--- src/rtl/idist_pkg.sv ---
package idist_pkg;
  localparam int TGT_W    = 16;
  localparam int PRIV_N   = 32;
  localparam int SGI_N    = 16;
  localparam int SRC_CAP  = 510;
  localparam int A_CTRL   = 'h000;
  localparam int A_TYPE   = 'h004;
  localparam int A_ENSET  = 'h100;
  localparam int A_ENCLR  = 'h180;
  localparam int A_TGT    = 'h800;
  localparam int A_TRIG   = 'hC00;
  localparam int A_SWINT  = 'hF00;

  function automatic int src_count(int code);
    return ((code + 1) * 32 > SRC_CAP) ? SRC_CAP : (code + 1) * 32;
  endfunction
endpackage

--- src/rtl/idist_src_state.sv ---
module idist_src_state #(
  parameter int N = 32
) (
  input  logic         clk,
  input  logic         rst,
  input  logic [N-1:0] lvl_in,
  input  logic [N-1:0] edge_cfg,
  input  logic [N-1:0] sw_set,
  input  logic [N-1:0] ack,
  input  logic [N-1:0] eoi,
  output logic [N-1:0] pend,
  output logic [N-1:0] act
);
  logic [N-1:0] lvl_q, lat_q, act_q, rise;

  assign rise = lvl_in & ~lvl_q & edge_cfg;

  always_ff @(posedge clk) begin
    if (rst) begin
      lvl_q <= '0;
      lat_q <= '0;
      act_q <= '0;
    end else begin
      lvl_q <= lvl_in;
      // new set requests win over a same-cycle acknowledge
      lat_q <= (lat_q & ~ack) | rise | sw_set;
      act_q <= (act_q & ~eoi) | ack;
    end
  end

  assign pend = (edge_cfg & lat_q) | (~edge_cfg & lvl_in);
  assign act  = act_q;
endmodule

--- src/rtl/idist_regfile.sv ---
module idist_regfile
  import idist_pkg::*;
#(
  parameter int NUM_CPU = 4,
  parameter int NUM_SRC = 64,
  parameter int TYPE_N  = 1,
  parameter int ADDR_W  = 12,
  localparam int NSPI   = NUM_SRC - PRIV_N,
  localparam int CPU_W  = (NUM_CPU > 1) ? $clog2(NUM_CPU) : 1
) (
  input  logic                            clk,
  input  logic                            rst,
  input  logic                            wr_en,
  input  logic                            rd_en,
  input  logic [ADDR_W-1:0]               addr,
  input  logic [31:0]                     wdata,
  input  logic [CPU_W-1:0]                acc_cpu,
  output logic [31:0]                     rdata,
  output logic                            glb_en,
  output logic [NUM_CPU-1:0][PRIV_N-1:0]  en_priv,
  output logic [NSPI-1:0]                 en_shr,
  output logic [NUM_SRC-1:0]              edge_cfg,
  output logic [NSPI-1:0][TGT_W-1:0]      tgt,
  output logic                            sgi_fire,
  output logic [3:0]                      sgi_id,
  output logic [TGT_W-1:0]                sgi_map
);
  localparam int EN_WORDS  = (NUM_SRC + 31) / 32;
  localparam int TGT_WORDS = (NUM_SRC + 1) / 2;

  logic [NUM_SRC-1:SGI_N]          trig_r;
  logic [EN_WORDS*32-1:0]          en_rd, trig_rd;
  logic [TGT_WORDS-1:0][31:0]      tgt_rd;
  logic [TGT_W-1:0]                own_mask;
  logic [31:0]                     rd_mux;

  assign edge_cfg = {trig_r, {SGI_N{1'b1}}};
  assign own_mask = TGT_W'(1) << acc_cpu;

  always_ff @(posedge clk) begin
    if (rst) begin
      glb_en   <= 1'b0;
      en_priv  <= '0;
      en_shr   <= '0;
      trig_r   <= '0;
      tgt      <= '0;
      sgi_fire <= 1'b0;
      sgi_id   <= '0;
      sgi_map  <= '0;
    end else begin
      sgi_fire <= 1'b0;
      if (wr_en) begin
        if (addr == ADDR_W'(A_CTRL)) glb_en <= wdata[0];
        // banked private enables, word 0
        for (int b = 0; b < PRIV_N; b++) begin
          if (addr == ADDR_W'(A_ENSET) && wdata[b]) en_priv[acc_cpu][b] <= 1'b1;
          if (addr == ADDR_W'(A_ENCLR) && wdata[b]) en_priv[acc_cpu][b] <= 1'b0;
        end
        // shared enables and target masks
        for (int j = 0; j < NSPI; j++) begin
          if (addr == ADDR_W'(A_ENSET + ((j + PRIV_N) / 32) * 4) && wdata[(j + PRIV_N) % 32])
            en_shr[j] <= 1'b1;
          if (addr == ADDR_W'(A_ENCLR + ((j + PRIV_N) / 32) * 4) && wdata[(j + PRIV_N) % 32])
            en_shr[j] <= 1'b0;
          if (addr == ADDR_W'(A_TGT + ((j + PRIV_N) / 2) * 4))
            tgt[j] <= ((j + PRIV_N) % 2 == 1) ? wdata[31:16] : wdata[15:0];
        end
        // trigger bits, software sources fixed
        for (int s = SGI_N; s < NUM_SRC; s++) begin
          if (addr == ADDR_W'(A_TRIG + (s / 32) * 4)) trig_r[s] <= wdata[s % 32];
        end
        if (addr == ADDR_W'(A_SWINT)) begin
          sgi_fire <= 1'b1;
          sgi_id   <= wdata[3:0];
          sgi_map  <= wdata[8 +: TGT_W];
        end
      end
    end
  end

  always_comb begin
    en_rd   = '0;
    trig_rd = '0;
    tgt_rd  = '0;
    en_rd[PRIV_N-1:0]    = en_priv[acc_cpu];
    trig_rd[NUM_SRC-1:0] = edge_cfg;
    for (int j = 0; j < NSPI; j++) begin
      en_rd[PRIV_N + j] = en_shr[j];
      tgt_rd[(j + PRIV_N) / 2][((j + PRIV_N) % 2) * TGT_W +: TGT_W] = tgt[j];
    end
    for (int t = 0; t < PRIV_N / 2; t++) tgt_rd[t] = {own_mask, own_mask};
  end

  always_comb begin
    rd_mux = '0;
    if (addr == ADDR_W'(A_CTRL)) rd_mux = {31'b0, glb_en};
    if (addr == ADDR_W'(A_TYPE)) rd_mux = {27'b0, 5'(TYPE_N)};
    for (int w = 0; w < EN_WORDS; w++) begin
      if (addr == ADDR_W'(A_ENSET + 4 * w) || addr == ADDR_W'(A_ENCLR + 4 * w))
        rd_mux = en_rd[w*32 +: 32];
      if (addr == ADDR_W'(A_TRIG + 4 * w)) rd_mux = trig_rd[w*32 +: 32];
    end
    for (int t = 0; t < TGT_WORDS; t++) begin
      if (addr == ADDR_W'(A_TGT + 4 * t)) rd_mux = tgt_rd[t];
    end
  end

  always_ff @(posedge clk) begin
    if (rst)        rdata <= '0;
    else if (rd_en) rdata <= rd_mux;
    else            rdata <= '0;
  end
endmodule

--- src/rtl/idist_top.sv ---
module idist_top
  import idist_pkg::*;
#(
  parameter int NUM_CPU  = 4,
  parameter int TYPE_N   = 1,
  parameter int ADDR_W   = 12,
  localparam int NUM_SRC = src_count(TYPE_N),
  localparam int NSPI    = NUM_SRC - PRIV_N,
  localparam int CPU_W   = (NUM_CPU > 1) ? $clog2(NUM_CPU) : 1,
  localparam int ID_W    = $clog2(NUM_SRC)
) (
  input  logic                        clk,
  input  logic                        rst,
  input  logic                        bus_wr,
  input  logic                        bus_rd,
  input  logic [ADDR_W-1:0]           bus_addr,
  input  logic [31:0]                 bus_wdata,
  input  logic [CPU_W-1:0]            bus_cpu,
  output logic [31:0]                 bus_rdata,
  input  logic [NUM_CPU*16-1:0]       ppi_lines,
  input  logic [NSPI-1:0]             spi_lines,
  input  logic                        ack_valid,
  input  logic [CPU_W-1:0]            ack_cpu,
  input  logic [ID_W-1:0]             ack_id,
  input  logic                        eoi_valid,
  input  logic [CPU_W-1:0]            eoi_cpu,
  input  logic [ID_W-1:0]             eoi_id,
  output logic [NUM_CPU*NUM_SRC-1:0]  cpu_pend
);
  logic                            glb_en;
  logic [NUM_CPU-1:0][PRIV_N-1:0]  en_priv;
  logic [NSPI-1:0]                 en_shr;
  logic [NUM_SRC-1:0]              edge_cfg;
  logic [NSPI-1:0][TGT_W-1:0]      tgt;
  logic                            sgi_fire;
  logic [3:0]                      sgi_id;
  logic [TGT_W-1:0]                sgi_map;

  logic [NUM_CPU-1:0][PRIV_N-1:0]  ack_p, eoi_p, pend_p, act_p;
  logic [NUM_CPU-1:0][SGI_N-1:0]   sgi_set;
  logic [NSPI-1:0]                 ack_s, eoi_s, pend_s, act_s;
  logic [NUM_CPU*NUM_SRC-1:0]      fwd_n;

  idist_regfile #(
    .NUM_CPU(NUM_CPU), .NUM_SRC(NUM_SRC), .TYPE_N(TYPE_N), .ADDR_W(ADDR_W)
  ) u_regs (
    .clk(clk), .rst(rst), .wr_en(bus_wr), .rd_en(bus_rd), .addr(bus_addr),
    .wdata(bus_wdata), .acc_cpu(bus_cpu), .rdata(bus_rdata),
    .glb_en(glb_en), .en_priv(en_priv), .en_shr(en_shr), .edge_cfg(edge_cfg),
    .tgt(tgt), .sgi_fire(sgi_fire), .sgi_id(sgi_id), .sgi_map(sgi_map)
  );

  // decode acknowledge / end strobes into per-bank one-hot vectors
  always_comb begin
    for (int k = 0; k < NUM_CPU; k++) begin
      sgi_set[k] = (sgi_fire && sgi_map[k]) ? (SGI_N'(1) << sgi_id) : '0;
      for (int i = 0; i < PRIV_N; i++) begin
        ack_p[k][i] = ack_valid && ack_cpu == CPU_W'(k) && ack_id == ID_W'(i);
        eoi_p[k][i] = eoi_valid && eoi_cpu == CPU_W'(k) && eoi_id == ID_W'(i);
      end
    end
    for (int j = 0; j < NSPI; j++) begin
      ack_s[j] = ack_valid && ack_id == ID_W'(j + PRIV_N);
      eoi_s[j] = eoi_valid && eoi_id == ID_W'(j + PRIV_N);
    end
  end

  for (genvar k = 0; k < NUM_CPU; k++) begin : g_bank
    idist_src_state #(.N(PRIV_N)) u_priv (
      .clk(clk), .rst(rst),
      .lvl_in({ppi_lines[k*16 +: 16], {SGI_N{1'b0}}}),
      .edge_cfg(edge_cfg[PRIV_N-1:0]),
      .sw_set({{(PRIV_N-SGI_N){1'b0}}, sgi_set[k]}),
      .ack(ack_p[k]), .eoi(eoi_p[k]),
      .pend(pend_p[k]), .act(act_p[k])
    );
  end

  idist_src_state #(.N(NSPI)) u_shared (
    .clk(clk), .rst(rst), .lvl_in(spi_lines), .edge_cfg(edge_cfg[NUM_SRC-1:PRIV_N]),
    .sw_set({NSPI{1'b0}}), .ack(ack_s), .eoi(eoi_s), .pend(pend_s), .act(act_s)
  );

  always_comb begin
    fwd_n = '0;
    for (int k = 0; k < NUM_CPU; k++) begin
      for (int i = 0; i < PRIV_N; i++)
        fwd_n[k*NUM_SRC + i] = glb_en & en_priv[k][i] & pend_p[k][i] & ~act_p[k][i];
      for (int j = 0; j < NSPI; j++)
        fwd_n[k*NUM_SRC + PRIV_N + j] = glb_en & en_shr[j] & pend_s[j] & ~act_s[j] & tgt[j][k];
    end
  end

  always_ff @(posedge clk) begin
    if (rst) cpu_pend <= '0;
    else     cpu_pend <= fwd_n;
  end
endmodule

--- config.mk ---
export PLATFORM = sky130hd
export DESIGN_NAME = idist_top
export DESIGN_NICKNAME = d
export VERILOG_FILES = /design/src/rtl/idist_pkg.sv /design/src/rtl/idist_src_state.sv /design/src/rtl/idist_regfile.sv /design/src/rtl/idist_top.sv
export SDC_FILE = /design/constraint.sdc
export NUM_CORES = 2
export LEC_CHECK = 0
export BUFFER_PORTS_ARGS = -buffer_cell sky130_fd_sc_hd__buf_2
export CORE_MARGIN = 2
export CORE_UTILIZATION = 40
export CTS_BUF_LIST = sky130_fd_sc_hd__clkbuf_4
export DETAILED_ROUTE_END_ITERATION = 12
export PLACE_DENSITY = 0.6
export RECOVER_POWER = 50
export SYNTH_ARGS = -nofsm -noshare
export SYNTH_HDL_FRONTEND = slang
export SYNTH_SLANG_ARGS = --single-unit
--- constraint.sdc ---
create_clock -name clk -period 5.4 [get_ports clk]
set_clock_uncertainty 0.15 [all_clocks]
set_input_delay 1.08 -clock clk [delete_from_list [all_inputs] [get_ports clk]]
set_output_delay 1.08 -clock clk [all_outputs]
set_load 0.005 [all_outputs]
* Word level (Yosys, flattened, before mapping)
Cells that the tools add are included.
** Storage, ports and cells
- Flip-flop bits (word level) :: 1498
- Output and inout bits :: 288
** Cells by class
- $lt $le $gt $ge :: 2
- Equality and inequality tests :: 172
- Shifts and indexed selects :: 2
- Mux-type cells :: 363
- Bitwise operators :: 932
- Reduce and logical (&&, ||, !) cells :: 554
** Operators by type and width (number)
- two-way mux 128 bit :: 190
- bitwise AND 128 bit :: 32
- NOT 128 bit :: 32
- OR 128 bit :: 32
- demux 32 bit (select 2 bit) :: 32
- two-way mux 32 bit :: 38
- bitwise AND 32 bit :: 30
- bitwise AND 1 bit :: 608
- NOT 32 bit :: 17
- OR 32 bit :: 15
- logical AND 1 bit :: 461
- == test 12 bit, second input constant :: 35
- == test 6 bit, second input constant :: 64
- == test 6 x 5 -> 1 bit, second input constant :: 32
- NOT 1 bit :: 162
- OR 32 x 16 -> 32 bit :: 4
- AND reduction 2 bit :: 52
- == test 6 x 4 -> 1 bit, second input constant :: 16
- two-way mux 16 bit :: 5
- two-way mux 1 bit :: 68
- binary-select mux 32 bit (select 2 bit) :: 1
- nonzero test 2 bit :: 32
- == test 12 x 9 -> 1 bit, second input constant :: 4
- == test 6 x 3 -> 1 bit, second input constant :: 8
- 43 further kinds :: 55

* Depth between registers and ports, before layout
- Word-level depth :: 258
- Depth in mapped cells :: 12
- Gate-level depth less buffers :: 8

* Cells and area by module
A second synthesis with hierarchy kept.
** Unflattened totals
- Cell total of the unflattened synthesis :: 7584
- Area, all modules :: 63105.5 µm²
** By module, submodules not included
- idist_regfile :: times used 1, cells an instance 4211, area an instance 33225.6 µm², seq. area each 15494.9 µm²
- idist_src_state :: times used 5, cells an instance 395, area an instance 3816.2 µm², seq. area each 1921.8 µm²
- idist_top :: times used 1, cells an instance 1398, area an instance 10799.1 µm², seq. area each 5124.9 µm²

* Worst setup path after synthesis
OpenSTA, ideal clock, no wires.
- Kind :: input to register
- Start point :: input port bus_addr[10]
- End point :: register u_regs.rdata[15]
- Library setup time :: 0.122 ns
- Arrival time :: 3.102 ns
- Data required time :: 5.128 ns
- Slack :: 2.026 ns
- Stages :: 12
- Path buffers :: 4
- Cell sequence :: buf_2 > or4b_1 > buf_6 > or3_1 > buf_2 > buf_6 > o22ai_1 > a211oi_1 > o21ai_0 > a21oi_1 > a211oi_1 > o21ai_1
** Between the ends
- Word-level cells in the longest chain between the ends :: 38
** Ends and longest elaborated chain
- from (decl) :: RTL line idist_top.sv:16 : input logic [ADDR_W-1:0] bus_addr,
- == test 12 x 9 -> 1 bit :: RTL line idist_regfile.sv:99 : if (addr == ADDR_W'(A_ENSET + 4 * w) || addr == ADDR_W'(A_ENCLR + 4 * w))
- logical OR 1 bit :: RTL line idist_regfile.sv:99
- two-way mux 32 bit :: RTL line idist_regfile.sv:99
- two-way mux 32 bit :: RTL line idist_regfile.sv:101 : if (addr == ADDR_W'(A_TRIG + 4 * w)) rd_mux = trig_rd[w*32 +: 32];
- two-way mux 32 bit :: RTL line idist_regfile.sv:99
- two-way mux 32 bit :: RTL line idist_regfile.sv:101
- two-way mux 32 bit (31 in series) :: RTL line idist_regfile.sv:104 : if (addr == ADDR_W'(A_TGT + 4 * t)) rd_mux = tgt_rd[t];
- two-way mux 32 bit (*) :: RTL line idist_regfile.sv:104
- to (signal assigned) :: RTL line idist_regfile.sv:110 : else if (rd_en) rdata <= rd_mux;
- to (decl) :: RTL line idist_regfile.sv:18 : output logic [31:0] rdata,
Every way passes the cells marked *; elsewhere a longest branch is shown, timed or not.
A chain may end at the register's enable or synchronous reset.

==> flow_summary.json <==
{
  "outcome": "complete, but fails checks",
  "violations": "capacitance limit, slew limit",
  "irDropWorstVdd_v": 0.000196,
  "yosysTopAreaCellShare_pct": 50.9,
  "seqPwrFrac_pct": 50.8,
  "arrival_ns": 5.73,
  "p_leak_nw": 23.3,
  "wl_met3_um": 25800,
  "syn2layout_area_growth_pct": 16.8,
  "synth_edf_count": 0,
  "initial_core_util_pct": 40.4,
  "antenna_left": 0,
  "worstPathCellList": "clkbuf_2, nand2b_2, nor4b_1, and2_1",
  "cts_tree": "built",
  "p_int_w": 0.0157,
  "synth_seq_cells": 1434,
  "relSlewSlack_pct": -69.5,
  "clock_sinks": 1434,
  "rsz0062_at_grt": "no",
  "overflow": 0,
  "endpoint_kind": "register",
  "antenna_found_initial": 32,
  "grt_first_pass_wirelength_um": 350000,
  "synth_nets": 6902,
  "grt_max_degree": 197,
  "ys_warn_count": 0,
  "place_inst": 8653,
  "setup_violations": 0,
  "drc": 0,
  "grt_use_total_pct": 33.2,
  "avgSynthCellArea_um2": 8.37,
  "wl_um": 247000,
  "wl_met1_um": 98100,
  "hold_ws_ns": 0.128,
  "cts_resized": 0,
  "cp_top_family": "simple AND/OR/NAND/NOR gates",
  "critPathKind": "in2reg",
  "clk_latency_ns": 1.32,
  "route.met2.wl_um": 108000,
  "hpwl_um": 172000,
  "synth_cell_type_count": 80,
  "fmax_mhz": 212,
  "coreArea_um2": 140000,
  "pwr_density_cell_nw_per_um2": 318,
  "power_w": 0.0209,
  "synth_ff_type": "dfxtp_1",
  "worst_slew_pin_slew_ns": 2.54,
  "pin_count": 452,
  "first_global_vias": 50900,
  "nets": 7440,
  "drt_iter0_drc": 7072,
  "fp.dieH_um": 379,
  "min_path_type": "in2reg",
  "io_buffers": 451,
  "die_area_um2": 144000,
  "synthArstFlopShare_pct": 0,
  "placed_area_um2": 60300,
  "maxSlewViolCount": 927,
  "startpoint_type": "input pin",
  "required_ns": 6.42,
  "switchingPower_w": 0.00527,
  "vias": 54900,
  "top_layer": "met5",
  "drive_gt1_share_pct": 17.1,
  "min_period_ns": 4.71,
  "fin_area_um2": 65900,
  "hold_viol_final": 0,
  "cts_buffers": 390,
  "max_stage_delay_ns": 1.55,
  "synth_area_leader_cell": "dfxtp_1",
  "final_cells": 9420,
  "synth-seq-area-share_pct": 50.9,
  "final_common_cell": "nand2_1",
  "syn_area_um2": 56400,
  "cts_max_path_buffers": 4,
  "root_buffer": "clkbuf_4",
  "slowest_stage": "nand2b_2",
  "vias_per_cell": 5.83,
  "num_rows": 137,
  "path_max_fanout": 107,
  "drt_first_pass_iters": 10,
  "fin_crit_sh_pct": 87.2,
  "routabilityCongestion": 0.983,
  "num-fill-cells": 13800,
  "setup_tns_ns": 0,
  "clk_pin_slew_ns": 0.06,
  "cp.buffers_inverters": 1,
  "pwr-share-comb_pct": 4.3,
  "avgRoutedWirePerCell_um": 26.2,
  "clock_power_share_pct": 44.9,
  "syn_inst": 6738,
  "max_cap_viol_count": 11,
  "layout_common_cells": "nand2_1, dfxtp_1, a21oi_1",
  "die_x_um": 379,
  "switching_share_pct": 25.2,
  "htreeDepth": 5,
  "synthTopCellsByArea": "dfxtp_1, nand2_1, a21oi_1, nor2_1, clkbuf_1"
}
-- layout make-up --
type	instances	area [um^2]	share of cell area (%)
antenna	12	30.0	0.0456
clock buffer	568	4260	6.48
clock inverter	80	339	0.515
inverter	92	345	0.524
multi-input combinational	4624	25100	38.1
sequential	1434	28700	43.6
tap	1876	2350	3.56
timing repair buffer	734	4700	7.14
-- what timing repair did --
item	4_1_cts	5_1_grt
hold buffers	107	0
buffers inserted	0	0
endpoints found under the hold margin	300	0
-- cells by family after synthesis --
| kind of cell | share of synthesized area (%) |
|---|---|
| AOI/OAI and AO/OA | 19.3 |
| DFF | 50.9 |
| xor gates and xnor gates | 0.0155 |
| muxes | 3.46 |
| buffers and inverters | 4.90 |
| and+or+nand+nor | 21.4 |
-- worst min-delay path: cells and delay by family --
family	cells	cell delay [ns]
AND/OR/NAND/NOR	1	0.10
AO/OA/AOI/OAI	1	0.05
buffers and inverters	2	0.30
-- cell usage after synthesis (93+ instances only) --
cell type and number:
and2_1 160, nor2b_1 109, nand2_1 1511, nor3_1 104
a32oi_1 93, a21oi_1 882, nor2_1 481, clkbuf_1 464
o21ai_0 264, mux2i_1 122, dfxtp_1 1434, nor4b_1 97
a211oi_1 109, a22oi_1 131
-- per-layer routing --
layer | GRT usage [%] | vias to the layer above
li1 | - | 24600
met1 | 42.7 | 26400
met2 | 50.7 | 3213
met3 | 8.35 | 629
met4 | 18.1 | 24
met5 | 0 | -
-- flip-flops by register name (all words and copies together), names as in the netlist, named ones only --
register             cells
u_regs.en_shr           32
g_bank.u_priv.lvl_q     64
u_regs.tgt             512
u_regs.sgi_id            4
u_shared.act            32
u_regs.rdata            32
u_regs.sgi_fire          1
u_shared.lvl_q          32
u_regs.glb_en            1
u_regs.sgi_map           4
g_bank.u_priv.lat_q    128
cpu_pend               256
g_bank.u_priv.act      128
u_regs.trig_r           48
u_shared.lat_q          32
-- power by group through the flow --
stage / Sequential, W / Combinational [W] / Clock, W
2_1_floorplan: 0.0109 / 0.000434 / 0
3_3_place_gp: 0.0109 / 0.000804 / 0
3_5_place_dp: 0.0109 / 0.000811 / 0
4_1_cts: 0.0106 / 0.000879 / 0.00953
5_1_grt: 0.0106 / 0.000933 / 0.0101
6_report: 0.0106 / 0.000906 / 0.00939
-- worst paths after layout --
kind | start | endpoint | slack (ns) | depth (start not counted)
hold reg to reg | g_bank[1].u_priv.act[9] | cpu_pend[73] | 0.25 | 1
hold / removal | bus_wdata[11] | u_regs.tgt[75] | 0.13 | 4
setup reg to reg | u_regs.glb_en | cpu_pend[166] | 1.76 | 3
setup / recovery | rst | cpu_pend[166] | 0.69 | 4
-- metrics by stage --
step	setup WS (ns)	utilization [%]
2_1_floorplan	2.03	-
3_3_place_gp	0.616	43.1
3_5_place_dp	0.501	43.1
4_1_cts	1.58	47.2
5_1_grt	0.755	47.1
6_report	0.694	47.1
(Power assumes the default switching activity.)
